--- config.mk ---
export PLATFORM = sky130hd
export DESIGN_NAME = alu_flags_unit
export DESIGN_NICKNAME = d
export VERILOG_FILES = /design/src/rtl/alu_flags_pkg.sv /design/src/rtl/alu_flags_ctrl.sv /design/src/rtl/alu_flags_datapath.sv /design/src/rtl/alu_flags_unit.sv
export SDC_FILE = /design/constraint.sdc
export NUM_CORES = 1
export LEC_CHECK = 0
export BUFFER_PORTS_ARGS = -buffer_cell sky130_fd_sc_hd__buf_2
export CORE_MARGIN = 2
export CORE_UTILIZATION = 59
export CTS_CLUSTER_DIAMETER = 60
export DETAILED_ROUTE_END_ITERATION = 8
export PLACE_DENSITY_LB_ADDON = 0.3
export SLEW_MARGIN = 5
export SYNTH_ARGS = -nofsm -noshare
export SYNTH_HDL_FRONTEND = slang
export SYNTH_SLANG_ARGS = --single-unit
export TNS_END_PERCENT = 10
--- constraint.sdc ---
create_clock -name clk -period 1.15 [get_ports clk]
set_clock_uncertainty 0.15 [all_clocks]
set_input_delay 0.23 -clock clk [delete_from_list [all_inputs] [get_ports clk]]
set_output_delay 0.23 -clock clk [all_outputs]
set_load 0.005 [all_outputs]
--- src/rtl/alu_flags_pkg.sv ---
package alu_flags_pkg;

  localparam int FLAG_N = 6;
  localparam int FL_CARRY = 0;
  localparam int FL_PARITY = 1;
  localparam int FL_AUX = 2;
  localparam int FL_ZERO = 3;
  localparam int FL_SIGN = 4;
  localparam int FL_OVER = 5;

  typedef enum logic [3:0] {
    OP_ADD = 4'd0,
    OP_ADC = 4'd1,
    OP_INC = 4'd2,
    OP_SUB = 4'd3,
    OP_SBB = 4'd4,
    OP_DEC = 4'd5,
    OP_NEG = 4'd6,
    OP_AND = 4'd7,
    OP_OR  = 4'd8,
    OP_XOR = 4'd9,
    OP_NOT = 4'd10
  } opcode_e;

  typedef enum logic [2:0] {
    LOG_AND,
    LOG_OR,
    LOG_XOR,
    LOG_NOT,
    LOG_ZERO
  } logSel_e;

  typedef struct packed {
    logic isArith;
    logic isSub;
    logic useZeroA;
    logic bIsOne;
    logic invertB;
    logic cinFromFlag;
    logic cinConst;
    logic keepCarry;
    logSel_e logSel;
    logic [FLAG_N-1:0] updMask;
  } ctrl_t;

  localparam logic [FLAG_N-1:0] MASK_ARITH = 6'h3F;
  localparam logic [FLAG_N-1:0] MASK_STEP = 6'h3E;
  localparam logic [FLAG_N-1:0] MASK_LOGIC = 6'h3B;

endpackage

--- src/rtl/alu_flags_ctrl.sv ---
module alu_flags_ctrl
  import alu_flags_pkg::*;
(
  input  logic [3:0] opcode,
  output ctrl_t      ctrl
);

  always_comb begin
    ctrl = '{isArith: 1'b0, isSub: 1'b0, useZeroA: 1'b0, bIsOne: 1'b0,
             invertB: 1'b0, cinFromFlag: 1'b0, cinConst: 1'b0,
             keepCarry: 1'b0, logSel: LOG_ZERO, updMask: '0};
    case (opcode)
      OP_ADD: begin
        ctrl.isArith = 1'b1;
        ctrl.updMask = MASK_ARITH;
      end
      OP_ADC: begin
        ctrl.isArith = 1'b1;
        ctrl.cinFromFlag = 1'b1;
        ctrl.updMask = MASK_ARITH;
      end
      OP_INC: begin
        ctrl.isArith = 1'b1;
        ctrl.bIsOne = 1'b1;
        ctrl.keepCarry = 1'b1;
        ctrl.updMask = MASK_STEP;
      end
      OP_SUB: begin
        ctrl.isArith = 1'b1;
        ctrl.isSub = 1'b1;
        ctrl.invertB = 1'b1;
        ctrl.cinConst = 1'b1;
        ctrl.updMask = MASK_ARITH;
      end
      OP_SBB: begin
        ctrl.isArith = 1'b1;
        ctrl.isSub = 1'b1;
        ctrl.invertB = 1'b1;
        ctrl.cinFromFlag = 1'b1;
        ctrl.updMask = MASK_ARITH;
      end
      OP_DEC: begin
        ctrl.isArith = 1'b1;
        ctrl.isSub = 1'b1;
        ctrl.bIsOne = 1'b1;
        ctrl.invertB = 1'b1;
        ctrl.cinConst = 1'b1;
        ctrl.keepCarry = 1'b1;
        ctrl.updMask = MASK_STEP;
      end
      OP_NEG: begin
        ctrl.isArith = 1'b1;
        ctrl.isSub = 1'b1;
        ctrl.useZeroA = 1'b1;
        ctrl.invertB = 1'b1;
        ctrl.cinConst = 1'b1;
        ctrl.updMask = MASK_ARITH;
      end
      OP_AND: begin
        ctrl.logSel = LOG_AND;
        ctrl.updMask = MASK_LOGIC;
      end
      OP_OR: begin
        ctrl.logSel = LOG_OR;
        ctrl.updMask = MASK_LOGIC;
      end
      OP_XOR: begin
        ctrl.logSel = LOG_XOR;
        ctrl.updMask = MASK_LOGIC;
      end
      OP_NOT: begin
        ctrl.logSel = LOG_NOT;
      end
      default: begin
        ctrl.logSel = LOG_ZERO;
      end
    endcase
  end

endmodule

--- src/rtl/alu_flags_datapath.sv ---
module alu_flags_datapath
  import alu_flags_pkg::*;
#(
  parameter int DATA_W = 32
) (
  input  ctrl_t              ctrl,
  input  logic [DATA_W-1:0]  opA,
  input  logic [DATA_W-1:0]  opB,
  input  logic [1:0]         sizeSel,
  input  logic               carryIn,
  output logic [DATA_W-1:0]  result,
  output logic [FLAG_N-1:0]  flags
);

  localparam int SUM_W = DATA_W + 1;
  localparam int IDX_W = $clog2(DATA_W + 1);

  logic [IDX_W-1:0] wIdx;
  logic [IDX_W-1:0] msbIdx;
  logic [SUM_W-1:0] sizeMask;
  logic [SUM_W-1:0] aM, bM, aE, bPre, bAdd, sum, addRes, logRes, resX;
  logic             cinBit, coutBit, msbCarryIn;

  always_comb begin
    case (sizeSel)
      2'd0:    wIdx = IDX_W'(8);
      2'd1:    wIdx = IDX_W'(16);
      default: wIdx = IDX_W'(DATA_W);
    endcase
    msbIdx = wIdx - IDX_W'(1);
    sizeMask = (SUM_W'(1) << wIdx) - SUM_W'(1);
  end

  // Operand shaping: negate uses zero as the minuend and A as subtrahend.
  always_comb begin
    aM = {1'b0, opA} & sizeMask;
    bM = {1'b0, opB} & sizeMask;
    aE = ctrl.useZeroA ? '0 : aM;
    if (ctrl.bIsOne) bPre = SUM_W'(1);
    else if (ctrl.useZeroA) bPre = aM;
    else bPre = bM;
    bAdd = (ctrl.invertB ? ~bPre : bPre) & sizeMask;
    cinBit = ctrl.cinFromFlag ? (carryIn ^ ctrl.isSub) : ctrl.cinConst;
  end

  always_comb begin
    sum = aE + bAdd + SUM_W'(cinBit);
    addRes = sum & sizeMask;
    coutBit = sum[wIdx];
    msbCarryIn = aE[msbIdx] ^ bAdd[msbIdx] ^ addRes[msbIdx];
  end

  always_comb begin
    case (ctrl.logSel)
      LOG_AND: logRes = aM & bM;
      LOG_OR:  logRes = aM | bM;
      LOG_XOR: logRes = aM ^ bM;
      LOG_NOT: logRes = ~aM & sizeMask;
      default: logRes = '0;
    endcase
  end

  always_comb begin
    resX = ctrl.isArith ? addRes : logRes;
    result = resX[DATA_W-1:0];
    flags = '0;
    flags[FL_ZERO] = (resX == '0);
    flags[FL_SIGN] = resX[msbIdx];
    flags[FL_PARITY] = ~^resX[7:0];
    if (ctrl.isArith) begin
      flags[FL_CARRY] = ctrl.keepCarry ? carryIn : (coutBit ^ ctrl.isSub);
      flags[FL_AUX] = aE[4] ^ bPre[4] ^ addRes[4];
      flags[FL_OVER] = msbCarryIn ^ coutBit;
    end
  end

endmodule

--- src/rtl/alu_flags_unit.sv ---
module alu_flags_unit
  import alu_flags_pkg::*;
#(
  parameter int DATA_W = 32,
  parameter bit REG_OUT = 1'b1
) (
  input  logic              clk,
  input  logic              rstN,
  input  logic              inValid,
  input  logic [DATA_W-1:0] opA,
  input  logic [DATA_W-1:0] opB,
  input  logic [3:0]        opcode,
  input  logic [1:0]        sizeSel,
  input  logic              carryIn,
  output logic              outValid,
  output logic [DATA_W-1:0] result,
  output logic [5:0]        flags,
  output logic [5:0]        flagMask
);

  ctrl_t             ctrl;
  logic [DATA_W-1:0] dpResult;
  logic [FLAG_N-1:0] dpFlags;

  alu_flags_ctrl i_ctrl (
    .opcode (opcode),
    .ctrl   (ctrl)
  );

  alu_flags_datapath #(.DATA_W(DATA_W)) i_dp (
    .ctrl    (ctrl),
    .opA     (opA),
    .opB     (opB),
    .sizeSel (sizeSel),
    .carryIn (carryIn),
    .result  (dpResult),
    .flags   (dpFlags)
  );

  generate
    if (REG_OUT) begin : g_reg
      always_ff @(posedge clk or negedge rstN) begin
        if (!rstN) begin
          outValid <= 1'b0;
          result <= '0;
          flags <= '0;
          flagMask <= '0;
        end else begin
          outValid <= inValid;
          if (inValid) begin
            result <= dpResult;
            flags <= dpFlags;
            flagMask <= ctrl.updMask;
          end
        end
      end

      assert_latency_R11: assert property (@(posedge clk) disable iff (!rstN)
        1'b1 |=> outValid == $past(inValid));
      assert_result_capture_R11: assert property (@(posedge clk) disable iff (!rstN)
        inValid |=> result == $past(dpResult));
    end else begin : g_comb
      always_comb begin
        outValid = inValid;
        result = dpResult;
        flags = dpFlags;
        flagMask = ctrl.updMask;
      end
    end
  endgenerate

  assert_logic_clears_R9: assert property (@(posedge clk) disable iff (!rstN)
    (inValid && opcode >= 4'd7 && opcode <= 4'd10)
      |-> (!dpFlags[FL_CARRY] && !dpFlags[FL_OVER] && !dpFlags[FL_AUX]));
  assert_keep_carry_R5: assert property (@(posedge clk) disable iff (!rstN)
    (inValid && (opcode == 4'd2 || opcode == 4'd5)) |-> dpFlags[FL_CARRY] == carryIn);
  assert_zero_even_R4: assert property (@(posedge clk) disable iff (!rstN)
    (inValid && dpFlags[FL_ZERO]) |-> (dpFlags[FL_PARITY] && !dpFlags[FL_SIGN]));
  assert_upper_zero_R3: assert property (@(posedge clk) disable iff (!rstN)
    (inValid && sizeSel == 2'd0) |-> dpResult[DATA_W-1:8] == '0);
  assert_unused_code_R10: assert property (@(posedge clk) disable iff (!rstN)
    (inValid && opcode > 4'd10) |-> (ctrl.updMask == '0 && dpResult == '0));

endmodule

==> impl_results.html, run 1 <==
<table>
<tr><th>Metric</th><th>Value</th></tr>
<tr><th colspan="2">Status</th></tr>
<tr><td>Outcome</td><td>aborted with a tool error</td></tr>
<tr><td>Fail Step</td><td>5_1_grt</td></tr>
<tr><td>Error that stopped the run</td><td>[ERROR GRT-0232] Routing congestion too high. Check the congestion heatmap in the GUI.</td></tr>
<tr><th colspan="2">Yosys</th></tr>
<tr><td>Number of synthesized flops with an enable pin</td><td>0</td></tr>
<tr><td>Synthesized netlist cell count</td><td>1,011</td></tr>
<tr><td>Xor and xnor fraction of the mapped netlist area</td><td>8.64%</td></tr>
<tr><td>Combinational family with the most area after synthesis</td><td>compound AO/OA/AOI/OAI gates</td></tr>
<tr><td>FFs w/ async S/R, synth</td><td>100%</td></tr>
<tr><td>Primary flip-flop cell chosen by synthesis mapping</td><td>dfrtp_1</td></tr>
<tr><td>Yosys Warn Count</td><td>0</td></tr>
<tr><td>Library cell occupying the most area in the post-synthesis netlist</td><td>ha_1</td></tr>
<tr><td>Adder-Cell Fraction of Synth Area</td><td>17.9%</td></tr>
<tr><td>Post-synth cell types</td><td>76</td></tr>
<tr><td>Post-synthesis average cell area</td><td>7.22 sq um</td></tr>
<tr><td>Total standard cell area after synthesis</td><td>7300 sq um</td></tr>
<tr><td>Share of the yosys chip area belonging to registers</td><td>14.4%</td></tr>
<tr><td>Simple-Gate Fraction of Synth Area</td><td>21.4%</td></tr>
<tr><td>Fraction of synthesized cell area taken by the top area cell type</td><td>17.3%</td></tr>
<tr><td>Synth Area in Compound Gates</td><td>27.1%</td></tr>
<tr><td>Yosys reg bits</td><td>42</td></tr>
<tr><td>Synthesized netlist net count</td><td>1,188</td></tr>
<tr><td>Multiplexer fraction of the synthesized cell area</td><td>1.68%</td></tr>
<tr><td>Dominant cells by area after synthesis</td><td>ha_1 17%, dfrtp_1 14%, a21oi_1 7.4%</td></tr>
<tr><th colspan="2">Global route</th></tr>
<tr><td>Maximum number of pins on one net before global-route repair</td><td>72</td></tr>
<tr><td>Total global-route track usage</td><td>80.9%</td></tr>
<tr><td>Final global-route overflow total</td><td>7</td></tr>
<tr><th colspan="2">Placed design</th></tr>
<tr><td>Final Wtd Congestion</td><td>1.01</td></tr>
<tr><td>Port bufs</td><td>118</td></tr>
<tr><td>Pre-CTS setup slack</td><td>-3990 ps</td></tr>
<tr><td>HPWL after DPL</td><td>20.3 mm</td></tr>
<tr><th colspan="2">STA</th></tr>
<tr><td>Worst endpoint kind after the last repair</td><td>sequential cell input</td></tr>
<tr><td>Endpoint pin with the least setup slack after global-route repair</td><td>flags[3]$_DFFE_PN0P_/D</td></tr>
<tr><th colspan="2">Floorplan</th></tr>
<tr><td>Boundary Pins</td><td>119</td></tr>
<tr><td>Starting utilization of the core area</td><td>60.5%</td></tr>
<tr><td>Die span in y</td><td>115 um</td></tr>
<tr><td>Number of placement rows</td><td>40</td></tr>
<tr><td>Width of the chip</td><td>115 um</td></tr>
<tr><th colspan="2">Clock network</th></tr>
<tr><td># H-tree levels</td><td>2</td></tr>
<tr><td>Maximum clock insertion buffer count</td><td>2</td></tr>
<tr><td>Clk Tree Root Cell</td><td>clkbuf_16</td></tr>
<tr><td>Number of clock sinks</td><td>42</td></tr>
<tr><td>Total clock buffers created by CTS</td><td>5</td></tr>
</table>
-- cells in the mapped netlist, types with 16 or more instances --
master and count:
nor2_1 105, o21ai_0 37, nand4_1 16, dfrtp_1 42, a31oi_1 17, xor2_1 26
ha_1 101, xnor2_1 46, nand2_1 122, inv_1 78, nor2b_1 19, clkbuf_1 46
a22oi_1 20, nor3_1 17, a21o_1 17, and2_1 24, a21oi_1 108
-- metrics by stage --
stage	util (%)	hold slack (ps)	instance area, sq um	cells	setup TNS [ps]
global placement	83.4	77.4	10100	1521	-104840
CTS	89.6	157	10800	1548	-92120
floorplan	-	-216	7430	1011	-93900
detailed placement	83.4	79.8	10100	1521	-108320
-- cells by family after synthesis --
logic type                 Yosys count
buffers and inverters              147
muxes                               10
AOI/OAI and AO/OA                  299
xor gates and xnor gates            72
and+or+nand+nor                    338
DFF                                 42
adders and majority gates          103
-- timing repair --
item | 4_1_cts
setup endpoints to repair | 86
buffers inserted | 15
endpoints found under the hold margin | 42
hold buffers | 1
cloned | 3
resized for setup | 83
pin swaps | 55
-- layer usage --
metal / overflow / track usage, %
met1: 0 / 79.4
met4: 4 / 76.9
met3: 0 / 73.5
met5: 0 / 54.8
met2: 3 / 92.9
==> inputs of run 2 (changes only) <==
--- a/config.mk
+++ b/config.mk
@@ -7,10 +7,9 @@
 export LEC_CHECK = 0
 export BUFFER_PORTS_ARGS = -buffer_cell sky130_fd_sc_hd__buf_2
 export CORE_MARGIN = 2
-export CORE_UTILIZATION = 59
-export CTS_CLUSTER_DIAMETER = 60
+export CORE_UTILIZATION = 40
 export DETAILED_ROUTE_END_ITERATION = 8
-export PLACE_DENSITY_LB_ADDON = 0.3
+export PLACE_DENSITY_LB_ADDON = 0.15
 export SLEW_MARGIN = 5
 export SYNTH_ARGS = -nofsm -noshare
 export SYNTH_HDL_FRONTEND = slang
==> impl_results.html, run 2 <==
<table>
<tr><th>Metric</th><th>Value</th></tr>
<tr><th colspan="2">Setup path</th></tr>
<tr><td>Category of the critical setup timing path</td><td>in -&gt; reg</td></tr>
<tr><td>Required time worst endpoint</td><td>1210 ps</td></tr>
<tr><td>Arrival time at the worst endpoint</td><td>4580 ps</td></tr>
<tr><td>Master of the slowest instance on the critical path</td><td>or4_4</td></tr>
<tr><td>Most Frequent Cell on Critical Path</td><td>buf_4</td></tr>
<tr><td>CP startpoint kind</td><td>input pin</td></tr>
<tr><td>Total buffers and inverters traversed by the critical path</td><td>4</td></tr>
<tr><td>Worst path cell trace</td><td>buf_2 -&gt; buf_4 -&gt; and4bb_4 -&gt; buf_4 -&gt; nand2_1 -&gt; a21oi_1 -&gt; xor2_1 -&gt; ha_1 -&gt; a21o_1 -&gt; a221oi_4 -&gt; buf_4 -&gt; o21a_4 -&gt; or4_4 -&gt; a41oi_4 -&gt; a21boi_2 -&gt; xnor2_1 -&gt; a211o_1 -&gt; a2111oi_2 -&gt; nand4_1 -&gt; o41ai_2</td></tr>
<tr><td>Biggest fanout along the worst timing path</td><td>8</td></tr>
<tr><td>Setup slack of the worst register-to-register path</td><td>140 ps</td></tr>
<tr><td>Crit-path leading delay family</td><td>compound AO/OA/AOI/OAI gates</td></tr>
<tr><td>Worst reg2reg path startpoint</td><td>flags[4]</td></tr>
<tr><td>Reg2Reg Depth</td><td>2</td></tr>
<tr><td>Worst Setup End Kind</td><td>flop</td></tr>
<tr><td>Max incr delay on CP</td><td>560 ps</td></tr>
<tr><td>Capturing point of the worst reg2reg path</td><td>flags[4]</td></tr>
<tr><th colspan="2">Min path</th></tr>
<tr><td>Hold path endpoint</td><td>flags[0]</td></tr>
<tr><td>Hold Path Stages</td><td>4</td></tr>
<tr><td>Hold_sp</td><td>carryIn</td></tr>
<tr><td>Type of the worst min-delay path</td><td>in -&gt; reg</td></tr>
<tr><th colspan="2">Clock network</th></tr>
<tr><td>Clk pin slew, worst setup/hold paths</td><td>80 ps</td></tr>
<tr><td>Total clock buffers created by CTS</td><td>5 (unchanged)</td></tr>
<tr><td>Maximum clock insertion buffer count</td><td>2 (unchanged)</td></tr>
<tr><td>Later-pin clock latency in the skew report</td><td>300 ps</td></tr>
<tr><td>TritonCTS clock tree</td><td>built</td></tr>
<tr><td>Clk Tree Root Cell</td><td>clkbuf_16 (unchanged)</td></tr>
<tr><td>Number of clock sinks</td><td>42 (unchanged)</td></tr>
<tr><td># H-tree levels</td><td>2 (unchanged)</td></tr>
<tr><th colspan="2">Yosys</th></tr>
<tr><td>Library cell occupying the most area in the post-synthesis netlist</td><td>ha_1 (unchanged)</td></tr>
<tr><td>Number of synthesized flops with an enable pin</td><td>0 (unchanged)</td></tr>
<tr><td>Share of the yosys chip area belonging to registers</td><td>14.4% (unchanged)</td></tr>
<tr><td>Post-synth cell types</td><td>76 (unchanged)</td></tr>
<tr><td>Synthesized netlist cell count</td><td>1,011 (unchanged)</td></tr>
<tr><td>Total standard cell area after synthesis</td><td>7300 sq um (unchanged)</td></tr>
<tr><td>Most frequent cells after synthesis</td><td>122 x nand2_1, 108 x a21oi_1, 105 x nor2_1 (unchanged)</td></tr>
<tr><td>Dominant cells by area after synthesis</td><td>ha_1 17%, dfrtp_1 14%, a21oi_1 7.4% (unchanged)</td></tr>
<tr><td>Yosys Warn Count</td><td>0 (unchanged)</td></tr>
<tr><td>Most instantiated library cell after synthesis</td><td>nand2_1 (unchanged)</td></tr>
<tr><td>FFs w/ async S/R, synth</td><td>100% (unchanged)</td></tr>
<tr><td>Yosys reg bits</td><td>42 (unchanged)</td></tr>
<tr><td>Fraction of synthesized cell area taken by the top area cell type</td><td>17.3% (unchanged)</td></tr>
<tr><td>Post-synthesis average cell area</td><td>7.22 sq um (unchanged)</td></tr>
<tr><td>Primary flip-flop cell chosen by synthesis mapping</td><td>dfrtp_1 (unchanged)</td></tr>
<tr><td>Synthesized netlist net count</td><td>1,188 (unchanged)</td></tr>
<tr><th colspan="2">STA</th></tr>
<tr><td>Slew Limit Headroom</td><td>11.4%</td></tr>
<tr><td>Final critical path time including I/O delays and setup</td><td>4520 ps</td></tr>
<tr><td>Total negative setup slack</td><td>-92,120 ps</td></tr>
<tr><td>Highest attainable clock frequency</td><td>221 MHz</td></tr>
<tr><td>Final hold violations</td><td>0</td></tr>
<tr><td>Share of the cycle needed by the critical path after routing</td><td>393%</td></tr>
<tr><td>Tightest Pin Transition</td><td>1320 ps</td></tr>
<tr><td>RSZ-0062 raised after global routing</td><td>true</td></tr>
<tr><td>Number of max-slew violations in the final report</td><td>0</td></tr>
<tr><td>Worst Setup Slack, final</td><td>-3370 ps</td></tr>
<tr><td>Number of setup violations in the final report</td><td>83</td></tr>
<tr><th colspan="2">Placed design</th></tr>
<tr><td>Cell total after placement</td><td>1,588 (was 1,521)</td></tr>
<tr><td>Port bufs</td><td>118 (unchanged)</td></tr>
<tr><td>HPWL after DPL</td><td>20.8 mm (was 20.3 mm)</td></tr>
<tr><td>Placed standard-cell area</td><td>10,200 sq um (was 10,100 sq um)</td></tr>
<tr><td>Final Wtd Congestion</td><td>0.931 (was 1.01)</td></tr>
<tr><th colspan="2">Global route</th></tr>
<tr><td>Final global-route overflow total</td><td>0</td></tr>
<tr><td>Global-route wire length before repair</td><td>43.3 mm</td></tr>
<tr><td>Number of global-route vias before repair</td><td>8,419</td></tr>
<tr><td>Total global-route track usage</td><td>27.6%</td></tr>
<tr><td>Initial antenna violation count</td><td>0</td></tr>
<tr><td>Maximum number of pins on one net before global-route repair</td><td>60</td></tr>
<tr><th colspan="2">Power and ir drop</th></tr>
<tr><td>Peak ir drop on the vdd network</td><td>916 uV</td></tr>
<tr><td>Static leakage</td><td>5.74 nW</td></tr>
<tr><td>Sum of internal, switching and leakage power</td><td>0.0110 W</td></tr>
<tr><td>Power density normalized to cell area</td><td>974 nW/um^2</td></tr>
<tr><th colspan="2">Finish</th></tr>
<tr><td>Registers with the most flip-flops</td><td>result (32), flags (6), flagMask (3)</td></tr>
<tr><td>Most common cell after layout, fill and taps aside</td><td>buf_4</td></tr>
<tr><td>Flip-flop count of the largest register after layout</td><td>32</td></tr>
<tr><td>Number of standard cells in the layout, taps in and fillers out</td><td>1,616</td></tr>
<tr><td>Register with the most flip-flops</td><td>result</td></tr>
<tr><td>Commonest non-fill, non-tap cells in the layout</td><td>286 x buf_4, 119 x nand2_1, 117 x buf_2, 100 x nor2_1, 98 x ha_1</td></tr>
<tr><td>Area grow syn2layout</td><td>55.4%</td></tr>
<tr><td>Proportion of layout cells with a drive suffix above 1</td><td>41.9%</td></tr>
<tr><td>Post-layout nets</td><td>1,563</td></tr>
<tr><td>Final std cell area, no fill</td><td>11,300 sq um</td></tr>
<tr><td>Final antenna diode count</td><td>0</td></tr>
<tr><th colspan="2">Detailed routing</th></tr>
<tr><td>1st-pass router iterations</td><td>5</td></tr>
<tr><td>Antenna violation net count after detailed routing</td><td>0</td></tr>
<tr><td>Via count normalized by instance count</td><td>5.40</td></tr>
<tr><td>Count of unresolved DRC violations after routing</td><td>0</td></tr>
<tr><td>Violation count after the first detailed-routing iteration</td><td>605</td></tr>
<tr><td>Wirelength per Cell</td><td>17.2 um</td></tr>
<tr><td>Vias after detailed routing</td><td>8,733</td></tr>
<tr><td>Detailed Route WL</td><td>27.8 mm</td></tr>
<tr><th colspan="2">Floorplan</th></tr>
<tr><td>Die span in y</td><td>139 um (was 115 um)</td></tr>
<tr><td>Die Footprint</td><td>19,300 sq um</td></tr>
<tr><td>Width of the chip</td><td>139 um (was 115 um)</td></tr>
<tr><td>Number of placement rows</td><td>49 (was 40)</td></tr>
<tr><td>Starting utilization of the core area</td><td>40.8% (was 60.5%)</td></tr>
<tr><td>Boundary Pins</td><td>119 (unchanged)</td></tr>
<tr><td>Area of the core region</td><td>17,900 sq um</td></tr>
<tr><th colspan="2">Job</th></tr>
<tr><td>Number of maximum-capacitance constraint violations</td><td>0</td></tr>
<tr><th colspan="2">Status</th></tr>
<tr><td>Failing checks</td><td>setup timing</td></tr>
<tr><td>Outcome</td><td>finished with violations (was aborted with a tool error)</td></tr>
</table>
run 2: area by class of cell:
type	instances	area, sq um
well taps	229	287
multi-input cells	822	6320
flip-flops and latches	42	1050
repair buffers	437	3240
clock buffers	5	125
inverters	78	293
fillers	1624	6560
clock inverters	3	25.0
run 2: power breakdown:
group          internal, W  switching, W  leakage, nW
clock network     0.000820      0.000745       0.0704
registers          0.00173      0.000133        0.515
logic              0.00393       0.00368         5.16
run 2: worst register-to-register path: cells and delay by family, from the launching register on:
family	cells	cell delay [ps]
AO/OA/AOI/OAI	1	220
AND/OR/NAND/NOR	1	140
flip-flops	1	400
run 2: worst max path at each step:
stage,endpoint,cells after the start,start
6_report,flags[3],20,opcode[3]
2_1_floorplan,flags[3],22,opcode[2]
5_1_grt,flags[3],20,opcode[3]
4_1_cts,flags[3],21,opcode[0]
3_3_place_gp,flags[3],20,opcode[0]
3_5_place_dp,flags[3],20,opcode[0]
run 2: logic make-up (layout without fill, tap and decap cells):
kind of cell,Yosys count,after routing,synth area share (%)
compound gates,299,299,27.1
mux,10,10,1.68
buf+inv,147,523,8.90
xor+xnor,72,72,8.64
simple gates,338,338,21.4
flops,42,42,14.4
fa+ha+maj,103,103,17.9
run 2: through the flow:
| stage | hold slack [ps] | utilization [%] | setup slack (ps) |
|---|---|---|---|
| after global placement | 82.1 | 56.8 | -3880 |
| after CTS | 139 | 60.0 | -3300 |
| after detailed placement | 82.6 | 56.8 | -4000 |
| final | 151 | 63.3 | -3370 |
| after floorplan | -216 | - | -3590 |
| after global routing | 175 | 63.3 | -3530 |
run 2: what timing repair did:
| action | in CTS | in global routing |
|---|---|---|
| pin swaps | 33 | 73 |
| buffers inserted | 6 | 17 |
| setup endpoints to repair | 85 | 84 |
| hold buffers | 1 | 0 |
| hold endpoints to repair | 42 | 0 |
| gates resized for setup | 72 | 108 |
| gates cloned | 1 | 1 |
run 2: metal layers:
layer | wire [um] | track usage [%]
met5 | 0 | 0
met4 | 601 | 6.91
met1 | 12800 | 38.4
met3 | 1480 | 3.52
met2 | 12900 | 45.3
Note: power is estimated with default switching activity, not from simulation.
